`config.mk`:
```
export PLATFORM = sky130hd
export DESIGN_NAME = alu_flag_reg
export DESIGN_NICKNAME = d
export VERILOG_FILES = /design/src/rtl/alu_flag_pkg.sv /design/src/rtl/flag_rst_sync.sv /design/src/rtl/flag_cond_calc.sv /design/src/rtl/flag_ctrl_bits.sv /design/src/rtl/alu_flag_reg.sv
export SDC_FILE = /design/constraint.sdc
export NUM_CORES = 1
export LEC_CHECK = 0
export CORE_UTILIZATION = 26
export DETAILED_ROUTE_END_ITERATION = 7
export GPL_TIMING_DRIVEN = 0
export PLACE_DENSITY_LB_ADDON = 0.3
export SETUP_SLACK_MARGIN = 0.4
export SYNTH_ARGS = -nofsm -noshare
export SYNTH_HDL_FRONTEND = slang
export SYNTH_SLANG_ARGS = --single-unit
```
`constraint.sdc`:
```
create_clock -name clk -period 1 [get_ports clk]
set_clock_uncertainty 0.15 [all_clocks]
set_input_delay 0.25 -clock clk [delete_from_list [all_inputs] [get_ports clk]]
set_output_delay 0.25 -clock clk [all_outputs]
set_load 0.02 [all_outputs]
```
`src/rtl/alu_flag_pkg.sv`:
```
package alu_flag_pkg;
  localparam int unsigned FW      = 16;
  localparam int unsigned POS_C   = 0;
  localparam int unsigned POS_ONE = 1;
  localparam int unsigned POS_P   = 2;
  localparam int unsigned POS_A   = 4;
  localparam int unsigned POS_Z   = 6;
  localparam int unsigned POS_S   = 7;
  localparam int unsigned POS_T   = 8;
  localparam int unsigned POS_I   = 9;
  localparam int unsigned POS_D   = 10;
  localparam int unsigned POS_O   = 11;
  localparam int unsigned NIB_BIT = 4;
  localparam int unsigned PAR_W   = 8;

  typedef enum logic [2:0] {
    OP_ADD = 3'd0,
    OP_SUB = 3'd1,
    OP_AND = 3'd2,
    OP_OR  = 3'd3,
    OP_XOR = 3'd4,
    OP_INC = 3'd5,
    OP_DEC = 3'd6,
    OP_RSV = 3'd7
  } alu_op_e;

  typedef struct packed {
    logic c;
    logic p;
    logic a;
    logic z;
    logic s;
    logic o;
  } cond_t;

  typedef struct packed {
    logic d;
    logic i;
    logic t;
  } ctrl_t;
endpackage

```
`src/rtl/flag_rst_sync.sv`:
```
module flag_rst_sync #(
  parameter int unsigned STAGES = 2
) (
  input  logic clk,
  input  logic rst_n,
  output logic rst_n_sync
);
  logic [STAGES-1:0] sync_q;

  always_ff @(posedge clk or negedge rst_n) begin
    if (!rst_n) sync_q <= '0;
    else        sync_q <= {sync_q[STAGES-2:0], 1'b1};
  end

  assign rst_n_sync = sync_q[STAGES-1];
endmodule

```
`src/rtl/flag_cond_calc.sv`:
```
module flag_cond_calc
  import alu_flag_pkg::*;
#(
  parameter int unsigned DW = 16
) (
  input  logic [2:0]    op,
  input  logic          wide,
  input  logic [DW-1:0] opnd_a,
  input  logic [DW-1:0] opnd_b,
  input  logic [DW-1:0] res,
  input  logic          res_carry,
  output cond_t         cond_nxt,
  output logic          cond_we,
  output logic          carry_we
);
  localparam int unsigned HW = DW / 2;

  logic [DW-1:0] b_eff;
  logic          a_msb, b_msb, r_msb;
  logic          is_arith, is_logic, is_step, is_minus;
  logic          ovf_add, ovf_sub;
  logic          zero_b, zero_w;

  always_comb begin
    is_arith = (op == OP_ADD) || (op == OP_SUB);
    is_step  = (op == OP_INC) || (op == OP_DEC);
    is_logic = (op == OP_AND) || (op == OP_OR) || (op == OP_XOR);
    is_minus = (op == OP_SUB) || (op == OP_DEC);
    b_eff    = is_step ? DW'(1) : opnd_b;
    a_msb    = wide ? opnd_a[DW-1] : opnd_a[HW-1];
    b_msb    = wide ? b_eff[DW-1]  : b_eff[HW-1];
    r_msb    = wide ? res[DW-1]    : res[HW-1];
    zero_b   = (res[HW-1:0] == '0);
    zero_w   = (res == '0);
    ovf_add  = (a_msb == b_msb) && (r_msb != a_msb);
    ovf_sub  = (a_msb != b_msb) && (r_msb != a_msb);
  end

  always_comb begin
    cond_nxt.p = ~(^res[PAR_W-1:0]);
    cond_nxt.z = wide ? zero_w : zero_b;
    cond_nxt.s = r_msb;
    if (is_logic) begin
      cond_nxt.c = 1'b0;
      cond_nxt.a = 1'b0;
      cond_nxt.o = 1'b0;
    end else begin
      cond_nxt.c = res_carry;
      cond_nxt.a = opnd_a[NIB_BIT] ^ b_eff[NIB_BIT] ^ res[NIB_BIT];
      cond_nxt.o = is_minus ? ovf_sub : ovf_add;
    end
    cond_we  = is_arith || is_step || is_logic;
    carry_we = is_arith || is_logic;
  end
endmodule

```
`src/rtl/flag_ctrl_bits.sv`:
```
module flag_ctrl_bits
  import alu_flag_pkg::*;
(
  input  logic  clk,
  input  logic  rst_n,
  input  logic  ld,
  input  ctrl_t ld_val,
  input  ctrl_t set_cmd,
  input  ctrl_t clr_cmd,
  output ctrl_t ctrl_q
);
  ctrl_t ctrl_d;
  logic  ctrl_en;

  always_comb begin
    ctrl_en = ld || (|set_cmd) || (|clr_cmd);
    if (ld) ctrl_d = ld_val;
    else    ctrl_d = (ctrl_q | set_cmd) & ~clr_cmd;
  end

  always_ff @(posedge clk or negedge rst_n) begin
    if (!rst_n)       ctrl_q <= '0;
    else if (ctrl_en) ctrl_q <= ctrl_d;
  end

  // a lone set command raises the direction flag
  p_dir_set_r8: assert property (@(posedge clk) disable iff (!rst_n)
    (set_cmd.d && !clr_cmd.d && !ld) |=> ctrl_q.d);

  // clear wins over set for interrupt enable
  p_ien_clr_wins_r8: assert property (@(posedge clk) disable iff (!rst_n)
    (set_cmd.i && clr_cmd.i && !ld) |=> !ctrl_q.i);

  // without commands or load the control flags hold
  p_ctrl_hold_r8: assert property (@(posedge clk) disable iff (!rst_n)
    (!ld && set_cmd == '0 && clr_cmd == '0) |=> $stable(ctrl_q));
endmodule

```
`src/rtl/alu_flag_reg.sv`:
```
module alu_flag_reg
  import alu_flag_pkg::*;
#(
  parameter int unsigned DW = 16
) (
  input  logic          clk,
  input  logic          rst_n,
  input  logic          upd,
  input  logic [2:0]    op,
  input  logic          wide,
  input  logic [DW-1:0] opnd_a,
  input  logic [DW-1:0] opnd_b,
  input  logic [DW-1:0] res,
  input  logic          res_carry,
  input  logic          dir_set,
  input  logic          dir_clr,
  input  logic          ien_set,
  input  logic          ien_clr,
  input  logic          trp_set,
  input  logic          trp_clr,
  input  logic          ld,
  input  logic [FW-1:0] ld_word,
  input  logic          irq_req,
  output logic [FW-1:0] flags_q,
  output logic          cf,
  output logic          pf,
  output logic          af,
  output logic          zf,
  output logic          sf,
  output logic          of,
  output logic          df,
  output logic          ief,
  output logic          tf,
  output logic          irq_take
);
  logic  rst_n_s;
  cond_t cond_nxt, cond_q, cond_d;
  logic  cond_we, carry_we, cond_en;
  ctrl_t ctrl_q, ctrl_ld, ctrl_set, ctrl_clr;
  cond_t cond_ld;
  logic  any_cmd;

  flag_rst_sync #(.STAGES(2)) i_rst_sync (
    .clk       (clk),
    .rst_n     (rst_n),
    .rst_n_sync(rst_n_s)
  );

  flag_cond_calc #(.DW(DW)) i_cond_calc (
    .op       (op),
    .wide     (wide),
    .opnd_a   (opnd_a),
    .opnd_b   (opnd_b),
    .res      (res),
    .res_carry(res_carry),
    .cond_nxt (cond_nxt),
    .cond_we  (cond_we),
    .carry_we (carry_we)
  );

  always_comb begin
    ctrl_ld  = '{d: ld_word[POS_D], i: ld_word[POS_I], t: ld_word[POS_T]};
    ctrl_set = '{d: dir_set, i: ien_set, t: trp_set};
    ctrl_clr = '{d: dir_clr, i: ien_clr, t: trp_clr};
    any_cmd  = (|ctrl_set) || (|ctrl_clr);
  end

  flag_ctrl_bits i_ctrl_bits (
    .clk    (clk),
    .rst_n  (rst_n_s),
    .ld     (ld),
    .ld_val (ctrl_ld),
    .set_cmd(ctrl_set),
    .clr_cmd(ctrl_clr),
    .ctrl_q (ctrl_q)
  );

  // next state of the condition flags
  always_comb begin
    cond_ld = '{c: ld_word[POS_C], p: ld_word[POS_P], a: ld_word[POS_A],
                z: ld_word[POS_Z], s: ld_word[POS_S], o: ld_word[POS_O]};
    cond_en = ld || (upd && cond_we);
    if (ld) begin
      cond_d = cond_ld;
    end else begin
      cond_d   = cond_nxt;
      cond_d.c = carry_we ? cond_nxt.c : cond_q.c;
    end
  end

  always_ff @(posedge clk or negedge rst_n_s) begin
    if (!rst_n_s)     cond_q <= '0;
    else if (cond_en) cond_q <= cond_d;
  end

  always_comb begin
    flags_q          = '0;
    flags_q[POS_ONE] = 1'b1;
    flags_q[POS_C]   = cond_q.c;
    flags_q[POS_P]   = cond_q.p;
    flags_q[POS_A]   = cond_q.a;
    flags_q[POS_Z]   = cond_q.z;
    flags_q[POS_S]   = cond_q.s;
    flags_q[POS_O]   = cond_q.o;
    flags_q[POS_T]   = ctrl_q.t;
    flags_q[POS_I]   = ctrl_q.i;
    flags_q[POS_D]   = ctrl_q.d;
  end

  assign cf       = cond_q.c;
  assign pf       = cond_q.p;
  assign af       = cond_q.a;
  assign zf       = cond_q.z;
  assign sf       = cond_q.s;
  assign of       = cond_q.o;
  assign df       = ctrl_q.d;
  assign ief      = ctrl_q.i;
  assign tf       = ctrl_q.t;
  assign irq_take = irq_req && ctrl_q.i;

  // increment and decrement keep the carry flag
  p_step_keeps_carry_r3: assert property (@(posedge clk) disable iff (!rst_n_s)
    (upd && !ld && (op == OP_INC || op == OP_DEC)) |=> (cf == $past(cf)));

  // logical operations clear carry and overflow
  p_logic_clears_r7: assert property (@(posedge clk) disable iff (!rst_n_s)
    (upd && !ld && (op == OP_AND || op == OP_OR || op == OP_XOR)) |=> (!cf && !of));

  // a freshly computed result is never both zero and negative
  p_zero_sign_excl_r6: assert property (@(posedge clk) disable iff (!rst_n_s)
    (upd && !ld && op != OP_RSV) |=> !(zf && sf));

  // updates leave the control flags alone
  p_upd_no_ctrl_r8: assert property (@(posedge clk) disable iff (!rst_n_s)
    (upd && !ld && !any_cmd) |=> $stable({df, ief, tf}));

  // idle cycles hold the whole word
  p_idle_hold_r12: assert property (@(posedge clk) disable iff (!rst_n_s)
    (!upd && !ld && !any_cmd) |=> $stable(flags_q));

  // the reserved code changes nothing
  p_reserved_hold_r11: assert property (@(posedge clk) disable iff (!rst_n_s)
    (upd && op == OP_RSV && !ld && !any_cmd) |=> $stable(flags_q));
endmodule

```
==> results.cfg, run 1 <==
[setup_path]
worstSetupStartpointType = register
cp_slowest_cell = dfrtp_2
slowest_delay_ps = 430
ff2ff_path_depth = 3
cp.required_ps = 600
crit_chain = and2_4, buf_6
crit_type = reg2out
worstPathArrival_ps = 960
cp_max_fo = 4
cp-end-kind = output pin

[clocking]
cts_buffer_depth = 2
cts_buffers = 3
cts_root_buffer = clkbuf_4
cts_htree_levels = 1
clkSinkCount = 11
cts_tree = built
clk_pin_slew_ps = 70
clock_latency_ps = 260

[power]
seqPwrFrac_pct = 30.9
pwr_density_cell_nw_per_um2 = 883
combPwrFrac_pct = 52.2
clkPwrFrac_pct = 16.8
irDropWorstVdd_mv = 0.577
leakage_uw = 0.000911
totalPowerFinal_uw = 1760
intPower_uw = 1200
switching_share_pct = 31.9
net-switching-power_uw = 561

[grt]
overflow = 0
grt_pass1_vias = 1031
grt_use_total_pct = 16.6
grt_start_max_net_pins = 10
grt_antenna_before_repair = 0
grt_pass1_wl_mm = 4.46

[min_path]
hold_path.class = reg2async

[synth]
yosys-top-cells-area = dfrtp_1 31%, buf_4 14%, nand2_1 5.9%
yosysWarnings = 0
synthCells = 105
ys_types = 31
synth_top_area_cell = dfrtp_1
ys_seq_elements = 11
syn_area_per_cell_sq_um = 8.42
yosysTopAreaCellShare_pct = 31.1
netlist_area_sq_um = 885
yosysSeqAreaShare_pct = 31.1

[cells_and_area]
fill_cells = 262
final_cells = 233
multi_input_area_sq_um = 619
final_cell_mix = 37 x buf_6, 15 x buf_4, 15 x clkdlybuf4s50_1
diodes = 0
final_nets = 274
area_delta_synth_final_pct = 125
drive_gt1_share_pct = 59.8
final_common_cell = buf_6
regArea_sq_um = 287

[die]
core-area_sq_um = 3130
ioPinCount = 106
die_y_um = 60.3
die_w_um = 60.3
die_area_sq_um = 3640
rows = 20
start_util_pct = 28.3

[timing]
fmaxAchievable_mhz = 735
timing.final.setup_violations = 24
grt_setup_unrepaired = true
tns_ps = -6200
period_minus_slack_ps = 1360
slew_viol_final = 0
hold_slack_ps = -50.1
fin_crit_sh_pct = 136
finalWorstSetupSlack_ps = -361
hold_violations = 11

[route]
ant_nets = 0
firstDrtPassIters = 4
wirelength_mm = 2.80
wl_per_cell_um = 12.0
num_vias = 1002
viasPerCell = 4.30
remaining_drc_errors = 0
drt_iter0_drc = 21

[run_status]
violations = negative hold slack, negative setup slack
outcome = complete, but fails checks

[flow_run]
drv_cap = 0

[placed_design]
dp_slack_ps = -1090
place_congestion = 0.714
dp_cells = 219
io_buffers = 64
dp_hpwl_mm = 2.27
critical path, delay by kind of cell, from the launching register on:
family,cells,cell delay [ps]
AND/OR/NAND/NOR,1,140
buffers and inverters,1,120
flip-flops,1,430
repair_timing:
| action | 4_1_cts | 5_1_grt |
|---|---|---|
| setup endpoints to repair | 32 | 29 |
| endpoints found under the hold margin | 11 | 11 |
| gates cloned | 1 | 0 |
| pin swaps | 24 | 10 |
| resized for setup | 223 | 19 |
| buffers inserted | 7 | 2 |
path summary, 6_finish.rpt:
check                                                    end                               from  slack, ps
hold / removal             i_ctrl_bits.ctrl_q[0]$_DFFE_PN0P_     i_rst_sync.sync_q[1]$_DFF_PN0_        -50
setup reg to reg                              sf$_DFFE_PN0P_                     sf$_DFFE_PN0P_        -10
setup / recovery                                    irq_take  i_ctrl_bits.ctrl_q[1]$_DFFE_PN0P_       -360
hold reg to reg            i_ctrl_bits.ctrl_q[0]$_DFFE_PN0P_     i_rst_sync.sync_q[1]$_DFF_PN0_        -50
max in group asynchronous  i_ctrl_bits.ctrl_q[2]$_DFFE_PN0P_     i_rst_sync.sync_q[1]$_DFF_PN0_        550
min in group clk           i_ctrl_bits.ctrl_q[2]$_DFFE_PN0P_                            dir_clr         50
metal layers:
metal | vias to the layer above | part of all wire (%) | GRT usage [%] | wire length [um]
li1 | 497 | - | - | -
met1 | 460 | 38 | 18.5 | 1060
met2 | 41 | 54 | 30.5 | 1500
met3 | 4 | 7.0 | 5.33 | 196
met4 | 0 | 1.5 | 4.32 | 43
met5 | - | 0 | 0 | 0
power groups by stage:
stage	Clock [uW]	Combinational [uW]	Sequential, uW
finish	296	917	543
global route	334	984	549
CTS	302	876	542
detailed placement	0	812	542
global placement	0	794	541
floorplan	0	384	580
logic make-up after synthesis:
group	Yosys count	synth area share (%)
DFF	11	31.1
muxes	4	4.53
adders and majority gates	4	5.66
xor gates and xnor gates	6	5.94
buffers and inverters	28	19.5
other	2	0.849
and+or+nand+nor	32	17.7
AOI/OAI and AO/OA	18	14.7
synthesized netlist by cell type (all sizes together):
cell type and n:
nor3b 1, nand4b 1, nand2 14, a32oi 1, o221ai 2, ha 4
or2 1, nand3 2, and2 1, mux2i 4, inv 9, a21boi 2
o21ai 5, a21oi 2, a211oi 1, o211ai 1, buf 17, xnor2 3
o31ai 3, or4 2, xor2 3, nand2b 2, dfrtp 11, clkbuf 2
nand4 1, nor2 6, o32a 1, conb 2, or3b 1
area by class of cell:
cell class                      instances  area share (%)
Sequential cell                        11            14.4
Inverter                                9            2.70
Clock buffer                            4            1.32
Multi-Input combinational cell         72            31.1
Tap cell                               44            2.77
Buffer                                 19            10.4
Timing Repair Buffer                   74            37.2
sequential cells by signal, summed over array words and instances, names as in the netlist:
name,cells
of,1
sf,1
cf,1
pf,1
i_ctrl_bits.ctrl_q,3
af,1
zf,1
i_rst_sync.sync_q,2
through the flow:
step,util [%],cell area (sq um)
6_report,63.6,1990
3_5_place_dp,56.1,1750
3_3_place_gp,56.1,1750
5_1_grt,63.6,1990
2_1_floorplan,-,1060
4_1_cts,60.3,1890
Power figures use the tool's default switching activity.
==> run 2: changes to the inputs <==
--- a/config.mk
+++ b/config.mk
@@ -5,6 +5,7 @@
 export SDC_FILE = /design/constraint.sdc
 export NUM_CORES = 1
 export LEC_CHECK = 0
+export ABC_AREA = 0
 export CORE_UTILIZATION = 26
 export DETAILED_ROUTE_END_ITERATION = 7
 export GPL_TIMING_DRIVEN = 0
==> results of run 2 <==
The final DEF is identical to that of run 1; final timing and power are the same.
